## config.mk

```make
export PLATFORM = sky130hd
export DESIGN_NAME = timing_scaler
export DESIGN_NICKNAME = d
export VERILOG_FILES = /design/src/rtl/timing_scaler_pkg.sv /design/src/rtl/ts_prescale.sv /design/src/rtl/ts_ring.sv /design/src/rtl/ts_cascade.sv /design/src/rtl/ts_standby.sv /design/src/rtl/timing_scaler.sv
export SDC_FILE = /design/constraint.sdc
export NUM_CORES = 1
export LEC_CHECK = 0
export BUFFER_PORTS_ARGS = -buffer_cell sky130_fd_sc_hd__buf_2
export CORE_MARGIN = 2
export CORE_UTILIZATION = 53
export CTS_BUF_LIST = sky130_fd_sc_hd__clkbuf_4
export DETAILED_ROUTE_END_ITERATION = 16
export PLACE_DENSITY = 0.79
export SLEW_MARGIN = 10
export SYNTH_ARGS = -nofsm -noshare
export SYNTH_HDL_FRONTEND = slang
export SYNTH_SLANG_ARGS = --single-unit
```

## constraint.sdc

```tcl
create_clock -name clk -period 5.65 [get_ports clk]
set_input_delay 1.695 -clock clk [delete_from_list [all_inputs] [get_ports clk]]
set_output_delay 1.695 -clock clk [all_outputs]
set_load 0.03 [all_outputs]
```

## src/rtl/timing_scaler_pkg.sv

```systemverilog
package timing_scaler_pkg;

    // Length of the one-hot divide-by-five ring
    localparam int RING_STAGES = 5;

    // Power state of the core
    typedef enum logic {
        PWR_ON   = 1'b0,
        PWR_DOWN = 1'b1
    } pwr_state_e;

    // Fast enables produced by the two-step prescaler
    typedef struct packed {
        logic proc_en;   // half reference rate
        logic mf_level;  // quarter-rate square wave
        logic mf_step;   // one cycle per master-frequency period
    } prescale_t;

    // True when exactly one bit of the vector is set
    function automatic logic single_bit(input logic [31:0] v);
        int ones;
        ones = 0;
        for (int i = 0; i < 32; i++) begin
            ones += int'(v[i]);
        end
        return (ones == 1);
    endfunction

endpackage

```

## src/rtl/ts_prescale.sv

```systemverilog
module ts_prescale
    import timing_scaler_pkg::*;
(
    input  logic      clk,
    input  logic      rst,
    output prescale_t ticks
);

    logic half_q;
    logic quarter_q;

    always_ff @(posedge clk) begin
        if (rst) begin
            half_q    <= 1'b0;
            quarter_q <= 1'b0;
        end else begin
            half_q <= ~half_q;
            if (half_q) begin
                quarter_q <= ~quarter_q;
            end
        end
    end

    assign ticks.proc_en  = half_q;
    assign ticks.mf_level = quarter_q;
    assign ticks.mf_step  = half_q & quarter_q;

    // processor enable alternates every cycle
    a_r1_proc_drop: assert property (@(posedge clk) disable iff (rst)
        half_q |=> !half_q);
    a_r1_proc_rise: assert property (@(posedge clk) disable iff (rst)
        !half_q |=> half_q);
    // master-frequency level moves only after an enabled cycle
    a_r2_mf_hold: assert property (@(posedge clk) disable iff (rst)
        !half_q |=> $stable(quarter_q));

endmodule

```

## src/rtl/ts_ring.sv

```systemverilog
module ts_ring
    import timing_scaler_pkg::*;
#(
    parameter int LEN = RING_STAGES
) (
    input  logic clk,
    input  logic rst,
    input  logic step,
    output logic wrap,
    output logic ring_pulse
);

    localparam logic [LEN-1:0] HOME = LEN'(1);

    logic [LEN-1:0] ring_q;
    logic [LEN-1:0] ring_d;

    always_comb begin
        if (single_bit(32'(ring_q))) begin
            ring_d = {ring_q[LEN-2:0], ring_q[LEN-1]};
        end else begin
            ring_d = HOME;
        end
    end

    assign wrap = step & ring_q[LEN-1];

    always_ff @(posedge clk) begin
        if (rst) begin
            ring_q     <= HOME;
            ring_pulse <= 1'b0;
        end else begin
            if (step) begin
                ring_q <= ring_d;
            end
            ring_pulse <= wrap;
        end
    end

    // the ring always holds a single set bit
    a_r5_ring_onehot: assert property (@(posedge clk) disable iff (rst)
        $onehot(ring_q));
    // a wrap pulse never lasts two cycles
    a_r3_ring_single: assert property (@(posedge clk) disable iff (rst)
        ring_pulse |=> !ring_pulse);

endmodule

```

## src/rtl/ts_cascade.sv

```systemverilog
module ts_cascade #(
    parameter int STAGES = 17
) (
    input  logic              clk,
    input  logic              rst,
    input  logic              advance,
    output logic [STAGES-1:0] stage_pulse
);

    logic [STAGES-1:0] cnt_q;
    logic [STAGES-1:0] rise;

    // A stage rises when every lower stage is set and it is clear
    for (genvar j = 0; j < STAGES; j++) begin : g_stage
        if (j == 0) begin : g_first
            assign rise[j] = advance & ~cnt_q[0];
        end else begin : g_upper
            assign rise[j] = advance & (&cnt_q[j-1:0]) & ~cnt_q[j];
        end
    end

    always_ff @(posedge clk) begin
        if (rst) begin
            cnt_q       <= '0;
            stage_pulse <= '0;
        end else begin
            if (advance) begin
                cnt_q <= cnt_q + 1'b1;
            end
            stage_pulse <= rise;
        end
    end

    // at most one stage reports a rising transition per cycle
    a_r4_one_stage: assert property (@(posedge clk) disable iff (rst)
        $onehot0(stage_pulse));

endmodule

```

## src/rtl/ts_standby.sv

```systemverilog
module ts_standby
    import timing_scaler_pkg::*;
(
    input  logic clk,
    input  logic rst,
    input  logic wake_tick,
    input  logic standby_allowed,
    input  logic core_done,
    output logic core_pwr_en,
    output logic core_wake
);

    pwr_state_e st_q;

    always_ff @(posedge clk) begin
        if (rst) begin
            st_q      <= PWR_ON;
            core_wake <= 1'b0;
        end else begin
            core_wake <= 1'b0;
            unique case (st_q)
                PWR_ON: begin
                    if (core_done && standby_allowed) begin
                        st_q <= PWR_DOWN;
                    end
                end
                PWR_DOWN: begin
                    if (wake_tick) begin
                        st_q      <= PWR_ON;
                        core_wake <= 1'b1;
                    end
                end
                default: st_q <= PWR_ON;
            endcase
        end
    end

    assign core_pwr_en = (st_q == PWR_ON);

    // finished work with standby allowed removes power
    a_r7_power_down: assert property (@(posedge clk) disable iff (rst)
        (core_pwr_en && core_done && standby_allowed) |=> !core_pwr_en);
    // a wake tap in standby restores power with a wake pulse
    a_r8_wake_up: assert property (@(posedge clk) disable iff (rst)
        (!core_pwr_en && wake_tick) |=> (core_pwr_en && core_wake));
    // without permission the core stays powered
    a_r9_stay_on: assert property (@(posedge clk) disable iff (rst)
        (core_pwr_en && !standby_allowed) |=> core_pwr_en);
    // reset returns power on with no wake pulse
    a_r10_reset_on: assert property (@(posedge clk)
        rst |=> (core_pwr_en && !core_wake));

endmodule

```

## src/rtl/timing_scaler.sv

```systemverilog
module timing_scaler
    import timing_scaler_pkg::*;
#(
    parameter int NUM_STAGES = 17,
    parameter int INC_TAP    = 10,
    parameter int WAKE_TAP   = 17
) (
    input  logic                  clk,
    input  logic                  rst,
    input  logic                  standby_allowed,
    input  logic                  core_done,
    output logic                  proc_en,
    output logic                  mf_sync,
    output logic                  ring_pulse,
    output logic [NUM_STAGES-1:0] stage_pulse,
    output logic                  inc_req,
    output logic                  core_pwr_en,
    output logic                  core_wake
);

    localparam int INC_IDX  = INC_TAP - 1;
    localparam int WAKE_IDX = WAKE_TAP - 1;

    prescale_t ticks;
    logic      ring_wrap;

    ts_prescale u_prescale (
        .clk   (clk),
        .rst   (rst),
        .ticks (ticks)
    );

    ts_ring #(.LEN(RING_STAGES)) u_ring (
        .clk        (clk),
        .rst        (rst),
        .step       (ticks.mf_step),
        .wrap       (ring_wrap),
        .ring_pulse (ring_pulse)
    );

    ts_cascade #(.STAGES(NUM_STAGES)) u_cascade (
        .clk         (clk),
        .rst         (rst),
        .advance     (ring_wrap),
        .stage_pulse (stage_pulse)
    );

    ts_standby u_standby (
        .clk             (clk),
        .rst             (rst),
        .wake_tick       (stage_pulse[WAKE_IDX]),
        .standby_allowed (standby_allowed),
        .core_done       (core_done),
        .core_pwr_en     (core_pwr_en),
        .core_wake       (core_wake)
    );

    assign proc_en = ticks.proc_en;
    assign mf_sync = ticks.mf_level;
    assign inc_req = stage_pulse[INC_IDX] & core_pwr_en;

    // a stage pulse only ever accompanies a ring wrap pulse
    a_r4_stage_on_wrap: assert property (@(posedge clk) disable iff (rst)
        (|stage_pulse) |-> ring_pulse);

endmodule

```

Yosys cells after proc, flatten, opt, wreduce, memory -nomap -nowiden
Index checks and enable logic that the tools add are counted.
{"block": "classes", "n_eq_ne": 1, "mux": 5, "n_reduce_logical": 17, "addsub": 5, "n_bitwise": 56}
{"op": "$add 32x2->32", "count": 3}
{"op": "$and 1x1->1", "count": 36}
{"op": "$eq 32x2->1 const B", "count": 1}
{"op": "$not 1->1", "count": 20}
{"op": "$add 17x1->17 const B", "count": 1}
{"op": "$reduce_and 16->1", "count": 1}
{"op": "$reduce_and 15->1", "count": 1}
{"op": "$reduce_and 14->1", "count": 1}
{"op": "$reduce_and 13->1", "count": 1}
{"op": "$reduce_and 12->1", "count": 1}
{"op": "$reduce_and 11->1", "count": 1}
{"op": "$reduce_and 10->1", "count": 1}
{"op": "$reduce_and 9->1", "count": 1}
{"op": "$reduce_and 8->1", "count": 1}
{"op": "$reduce_and 7->1", "count": 1}
{"op": "$reduce_and 6->1", "count": 1}
{"op": "$mux 5", "count": 1}
{"op": "$reduce_and 5->1", "count": 1}
{"op": "$reduce_and 4->1", "count": 1}
{"op": "$mux 1", "count": 3}
{"op": "$reduce_and 3->1", "count": 1}
{"op": "$add 1x1->2", "count": 1}
{"op": "$pmux 1 s2", "count": 1}
{"op": "$reduce_and 2->1", "count": 1}
{"op": "2 further kinds", "count": 2}
{"block": "word_totals", "in_bits": 4, "out_inout_bits": 23, "ff_bits": 44}

Logic depth before layout (Yosys ltp)
Gate-level depths: netlist (run 1).
{"block": "logic_depth", "word_depth": 6, "ltp_mapped": 9, "ltp_nobuf": 9}

Cells and area by module
A second synthesis (run 1) with hierarchy kept.
{"block": "unflattened", "cells_unflattened": 177, "area_unflattened_um2": 1752.9}
{"mod": "ts_cascade", "n_inst": 1, "area_per_inst_um2": 1296.2, "cells_per_inst": 130}
{"mod": "ts_ring", "n_inst": 1, "area_per_inst_um2": 301.5, "cells_per_inst": 30}
{"mod": "ts_prescale", "n_inst": 1, "area_per_inst_um2": 78.8, "cells_per_inst": 8}
{"mod": "ts_standby", "n_inst": 1, "area_per_inst_um2": 70.1, "cells_per_inst": 8}
{"mod": "timing_scaler", "n_inst": 1, "area_per_inst_um2": 6.3, "cells_per_inst": 1}

Worst setup path after synthesis (run 1)
No wires, ideal clock.
{"block": "synth_timing", "kind": "reg-to-output", "from": "register u_cascade.stage_pulse[9]", "to": "output port inc_req", "t_arrival_ns": 0.993, "path_slack_ns": 2.962, "stages_incl_launch_ff": 2, "required_time_ns": 3.955, "path_buffers": 0, "path_cell_list": "dfxtp_1 -> nor2b_1"}
{"block": "synth_between", "elab_chain_cells": 1}
{"item": "start, declared", "line": "ts_cascade.sv:7", "rtl": "output logic [STAGES-1:0] stage_pulse"}
{"item": "start signal, assigned", "line": "ts_cascade.sv:30", "rtl": "stage_pulse <= rise;"}
{"item": "$and 1x1->1", "line": "timing_scaler.sv:60", "rtl": "assign inc_req = stage_pulse[INC_IDX] & core_pwr_en;"}
{"item": "end, declared", "line": "timing_scaler.sv:16", "rtl": "output logic inc_req,"}
No other way between the ends.

==> impl_results.md, run 1 <==
* Status: finished, final reports clean
* Initial DRC count at 59
* Largest net degree at the start of global routing at 35
* Post-CTS setup buffer count at 0
* CTS Buf Count at 5
* H-tree levels at 2
* Cts hold-fix bufs at 0
* Syn Nets at 191
* CTS tree: done
* Final Critical Period at 2.937 ns
* Core area at 3103 um2
* Synth top area share at 0.5054
* Clk Latency, worst-skew pair at 0.35 ns
* Total grt overflow at 0
* Worst rel slew slack at 0.6346
* Clk_skew at 0.002087 ns
* Final WL at 3265 um
* Final setup fails at 0
* Hold Path Stages at 1
* Area leader, netlist: dfxtp_1
* Unrepaired setup endpoints after global routing: no
* Worst vdd ir at 0.1428 mV
* Final Cycle Share at 0.5198
* Yosys warns at 0
* Clock Path Buffers at 2
* Worst slew pin tran at 0.5481 ns
* Final hold viol count at 0
* Vias at 1,376
* Vias in the first global route at 1,225
* NumNets Final at 216
* Diode count at 0
* P&R area growth vs syn at 11.70%
* Worst Setup Start Kind: input port
* DR top layer: met4
* Share of cells above drive strength 1 at 0.1805
* Critical Path RT at 5.92 ns
* Placer Congestion at 0.8624
* Setup TNS at 0 ns
* GR Util All Layers at 0.1926
* First-pass GRT wire length at 5285 um
* Detail Route met3 WL at 213 um
* CP arrival at 3.21 ns
* Met2 Wirelength at 1614 um
* Crit path kind: in2reg
* Register bit count reported by yosys at 44
* DRC at 0
* Final core utilization at 0.6274
* First-pass DRT Iterations at 4
* Main area contributors after synthesis: dfxtp_1 (51%), nor2_1 (4.7%), ha_1 (4.3%), nor3b_1 (3.4%), xnor2_1 (3.0%)
* Clk slew on worst S/H paths at 0.11 ns
* Max Cap Violations at 0
* Overall die height at 61.35 um
* Fill count at 290
* Reg2Reg Depth at 9
* Leakage at 0.7987 nW
* HPWL after DPL at 2350 um
* Critical path capture point type: register
* Vias/cell at 5.526
* Cts repair resizes at 0
* Clk sinks at 44
* Synth cell types at 36
* Synthesized cell area at 1743 um2
* I/O pin count at 27
* Mean Syn Cell Area at 9.737 um2
* Mapped Cells at 179
* Fmax at 340.5 MHz
* Max Slew Vio Count at 0
* Initial antenna violation count at 0
* CTS root buf: clkbuf_4
* Wire length per cell at 13.11 um
* Crit Path Max Fanout at 34
* Die width at 61.35 um
* Metal1 wirelength at 1362 um
* Row cnt at 20
* Sequential cell area fraction in the yosys report at 0.5054
* Starting density of the core at 0.5617
* Final ANT Viol Nets at 0
* PwrDens at 248.7 nW/um2
* Die area at 3763 um2
* Worst hold path class: reg2reg
* Buffers added on ports at 26
-- cells by family after synthesis --
group / synth area share
and+or+nand+nor: 0.2599
DFF: 0.5054
AOI/OAI and AO/OA: 0.06317
buffers and inverters: 0.04091
adders and majority gates: 0.06604
xor gates and xnor gates: 0.03518
muxes: 0.02943
-- metrics by stage --
| stage | power [mW] | cells | instance area [um2] | hold slack [ns] | setup slack, ns |
|---|---|---|---|---|---|
| after global placement | 0.3423 | 241 | 1891 | 0.4323 | 2.383 |
| after CTS | 0.4898 | 249 | 1947 | 0.4676 | 2.711 |
| after detailed placement | 0.3441 | 241 | 1891 | 0.4518 | 2.344 |
| final | 0.4841 | 249 | 1947 | 0.4647 | 2.713 |
| after global routing | 0.5067 | 249 | 1947 | 0.4814 | 2.635 |
| after floorplan | 0.3376 | 179 | 1743 | 0.4154 | 2.962 |
-- state kept, by name, indices dropped and copies added, names as in the netlist --
register	flops
u_standby.st_q	1
u_cascade.cnt_q	17
u_prescale.half_q	1
u_cascade.stage_pulse	17
u_prescale.quarter_q	1
u_standby.core_wake	1
u_ring.ring_q	5
u_ring.ring_pulse	1
-- area by class of cell --
type,instances,area (um2),share of cell area
timing repair buffer,26,130.1,0.06684
tap,44,55.05,0.02828
inverter,9,33.78,0.01735
sequential,44,880.8,0.4524
clock buffer,7,52.55,0.02699
clock inverter,1,3.754,0.001928
multi-input combinational,118,790.8,0.4062
-- synth_stat cells, drive strengths merged --
| library cell | n |
|---|---|
| dfxtp | 44 |
| or4 | 4 |
| nor4b | 3 |
| nand4b | 1 |
| o31ai | 2 |
| a21oi | 7 |
| mux2i | 4 |
| ha | 6 |
| a31oi | 1 |
| nor2b | 3 |
| nand3 | 6 |
| nor3 | 9 |
| or2 | 1 |
| nand2 | 7 |
| a31o | 1 |
| o21ai | 3 |
| nor3b | 8 |
| or3 | 4 |
| xnor2 | 6 |
| nand2b | 2 |
| nor2 | 22 |
| clkbuf | 5 |
| xor2 | 1 |
| buf | 3 |
| inv | 9 |
| nand4 | 3 |
| and4 | 1 |
| and3 | 3 |
| nor4 | 3 |
| a22oi | 4 |
| mux2 | 1 |
| fa | 2 |
-- worst max-delay path, stage by stage --
cell and delay [ns]:
buf_2 0.28, nand2b_1 0.41, or4_1 0.63, nor3b_1 0.20
-- worst paths after layout --
| path | start | end | slack, ns |
|---|---|---|---|
| worst max register to register | u_ring.ring_q[0] | u_ring.ring_q[0] | 2.89 |
| worst min register to register | u_cascade.cnt_q[16] | u_cascade.stage_pulse[16] | 0.46 |
| worst min-delay path | u_cascade.cnt_q[16] | u_cascade.stage_pulse[16] | 0.46 |
| worst max-delay path | rst | u_cascade.stage_pulse[14] | 2.71 |
-- routing by layer --
| metal | up-vias | global-route usage |
|---|---|---|
| li1 | 676 | - |
| met1 | 642 | 0.2165 |
| met2 | 50 | 0.3328 |
| met3 | 8 | 0.06933 |
| met4 | 0 | 0.07599 |
| met5 | - | 0 |
-- power by group --
| group | total, mW | internal (mW) | switching [mW] | leakage [nW] |
|---|---|---|---|---|
| Sequential | 0.316 | 0.313 | 0.00324 | 0.355 |
| Combinational | 0.0208 | 0.00696 | 0.0138 | 0.410 |
| Clock | 0.147 | 0.0575 | 0.0898 | 0.0338 |
-- layout by cell type (no fill, tap or decap) --
cell and instances:
a21oi_1 7, a22oi_1 4, a31o_2 1, a31oi_1 1, and3_1 3, and4_1 1
buf_2 26, clkbuf_4 7, clkinv_1 1, dfxtp_1 44, fa_1 2, ha_1 6
inv_1 9, mux2_1 1, mux2i_1 4, nand2_1 7, nand2b_1 2, nand3_1 5
nand3_2 1, nand4_1 3, nand4b_1 1, nor2_1 22, nor2b_1 3, nor3_1 9
nor3b_1 8, nor4_1 3, nor4b_1 2, nor4b_2 1, o21ai_0 3, o31ai_1 2
or2_1 1, or3_1 3, or3_4 1, or4_1 4, xnor2_1 6, xor2_1 1
No activity file was read; power rests on OpenSTA's default activity.
==> run 2: changes to the inputs <==
Clock period 5.65 ns to 3.03 ns, I/O delays scaled along.
==> run 2 against run 1 <==
  * Non-clock buffer count up 2
  * Core utilization rose by 1.1 points
  * Sequential power increased by 86%
  * Clock skew rose by 0.0050 ns
  * Count of clock-buffer cells in the layout is 2 lower
  * Routed wire length down 0.12%
  * Design area is 1.7% higher
  * Largest power group unchanged
  * Highest routed layer unchanged
==> impl_results.md, run 2 (same netlist as run 1, synthesis figures left out) <==
* Status: finished, final reports clean
* Layout Cell Area excl Fill at 1981 um2 (+1.7%)
* Leakage at 0.8142 nW (+1.9%)
* CP max stage delay at 0.50 ns (-0.13 ns)
* Share of cells above drive strength 1 at 0.1836 (+0.003087)
* Worst hold path class: reg2reg
* Final worst slack at 0.2537 ns (-2.459 ns)
* Overall die height at 61.35 um (unchanged)
* Clk slew on worst S/H paths at 0.12 ns (about the same)
* Final WL at 3261 um (-0.12%)
* Initial antenna violation count at 0 (unchanged)
* GR Util All Layers at 0.1912 (-0.001410)
* Worst rel slew slack at 0.6891 (+0.05448)
* Crit Path Max Fanout at 5 (-85%)
* Met2 Wirelength at 1638 um (+1.5%)
* Top Registers: u_cascade.cnt_q (17), u_cascade.stage_pulse (17), u_ring.ring_q (5)
* Clk Latency, worst-skew pair at 0.35 ns (about the same)
* Critical path capture point type: register
* First-pass DRT Iterations at 4 (unchanged)
* Die area at 3763 um2 (unchanged)
* First-pass GRT wire length at 5154 um (-2.5%)
* Clk sinks at 44 (unchanged)
* Vias in the first global route at 1,209 (-1.3%)
* Starting density of the core at 0.5617 (unchanged)
* Placed cells at 243 (+0.83%)
* Clock Path Buffers at 2 (unchanged)
* DR top layer: met4
* Worst vdd ir at 0.5235 mV (+270%)
* CTS Buf Count at 5 (unchanged)
* DRC at 0 (unchanged)
* H-tree levels at 2 (unchanged)
* Vias/cell at 5.486 (-0.72%)
* Placer Congestion at 0.8402 (-2.6%)
* Final core utilization at 0.6383 (+0.01089)
* CTS tree: done
* Cts repair resizes at 0 (unchanged)
* Fmax at 360.2 MHz
* Reg2Reg Depth at 9 (unchanged)
* Crit path kind: reg2reg
* Most frequent cells in the layout: dfxtp_1 (44), buf_2 (26), nor2_1 (22)
* Die width at 61.35 um (unchanged)
* Hold Path Stages at 1 (unchanged)
* Final Cycle Share at 0.9163
* I/O pin count at 27 (unchanged)
* Worst Setup Start Kind: register
* HPWL after DPL at 2410 um (+2.6%)
* Buffers added on ports at 26 (unchanged)
* Vias at 1,377 (+0.073%)
* Setup TNS at 0 ns (unchanged)
* CTS root buf: clkbuf_4
* NumNets Final at 218 (+0.93%)
* Crit-path slowest cell: nor4b_2
* Cts hold-fix bufs at 0 (unchanged)
* Largest net degree at the start of global routing at 34 (-2.9%)
* Critical Path RT at 3.28 ns (-2.64 ns)
* Clk_skew at 0.007135 ns (+0.005048 ns)
* Post-CTS setup buffer count at 0 (unchanged)
* Final setup fails at 0 (unchanged)
* PwrDens at 491.5 nW/um2 (+98%)
* Worst slew pin tran at 0.4652 ns (-0.08294 ns)
* Final hold viol count at 0 (unchanged)
* Wire length per cell at 12.99 um (-0.92%)
* Diode count at 0 (unchanged)
* Core area at 3103 um2 (unchanged)
* Max Cap Violations at 0 (unchanged)
* Initial DRC count at 32 (-46%)
* Total grt overflow at 0 (unchanged)
* Placement Setup Slack at 0.3005 ns (-2.044 ns)
* P&R area growth vs syn at 13.64%
* Max Slew Vio Count at 0 (unchanged)
* Final ANT Viol Nets at 0 (unchanged)
* Detail Route met3 WL at 188 um (-12%)
* Metal1 wirelength at 1356 um (-0.44%)
* Unrepaired setup endpoints after global routing: no
* Final Critical Period at 2.776 ns
* CP arrival at 3.03 ns (-0.18 ns)
* Fill count at 299 (+3.1%)
* CP Cell Sequence: ha_1, inv_1, fa_1, inv_1, ha_1, fa_1, nor4b_2, a21oi_1, or2_1
* Row cnt at 20 (unchanged)
* Final cell count without fillers at 251 (+0.80%)
* DP Area at 1906 um2 (+0.79%)
* Leading cell type in the layout, fill and taps excluded: dfxtp_1
## run 2: cell types whose count changed in the layout (fill, tap and decap cells not counted), sizes merged
cell    change
clkbuf      -2
buf         +2
clkinv      +1
bufinv      +1
## run 2: path summary, 6_finish.rpt
check	from	endpoint	slack [ns]
hold / removal	u_cascade.cnt_q[16]	u_cascade.stage_pulse[16]	0.46
hold reg to reg	u_cascade.cnt_q[16]	u_cascade.stage_pulse[16]	0.46
setup / recovery	u_ring.ring_q[0]	u_ring.ring_q[0]	0.25
setup reg to reg	u_ring.ring_q[0]	u_ring.ring_q[0]	0.25
## run 2: through the flow
step	hold WS (ns)	total power [mW]
2_1_floorplan	0.4154	0.6296
3_3_place_gp	0.4276	0.6392
3_5_place_dp	0.4419	0.6430
4_1_cts	0.4588	0.9807
5_1_grt	0.4812	1.011
6_report	0.4567	0.9735
## run 2: where the power goes
part / switching (mW) / total [mW] / leakage, nW / internal, mW
registers: 0.00598 / 0.589 / 0.355 / 0.583
logic: 0.0264 / 0.0402 / 0.419 / 0.0139
clock network: 0.175 / 0.344 / 0.0403 / 0.168
total: 0.208 / 0.974 / 0.814 / 0.766
## run 2: metal layers
layer,vias to the layer above,track usage
met1,653,0.2005
met4,0,0.09726
met2,34,0.3343
met3,11,0.07143
li1,679,-
met5,-,0
## run 2: critical path: cells and delay by family, from the launching register on
family,cells,cell delay [ns]
fa+ha+maj,4,1.41
compound gates,1,0.12
flops,1,0.34
buf+inv,2,0.08
simple gates,2,0.71
## run 2: layout make-up
cell class | instances | area [um2] | share of cell area
Clock buffer | 5 | 37.54 | 0.01895
Sequential cell | 44 | 880.8 | 0.4447
Clock inverter | 3 | 37.54 | 0.01895
Multi-Input combinational cell | 118 | 790.8 | 0.3992
Inverter | 9 | 33.78 | 0.01706
Tap cell | 44 | 55.05 | 0.02780
Timing Repair Buffer | 28 | 145.1 | 0.07328
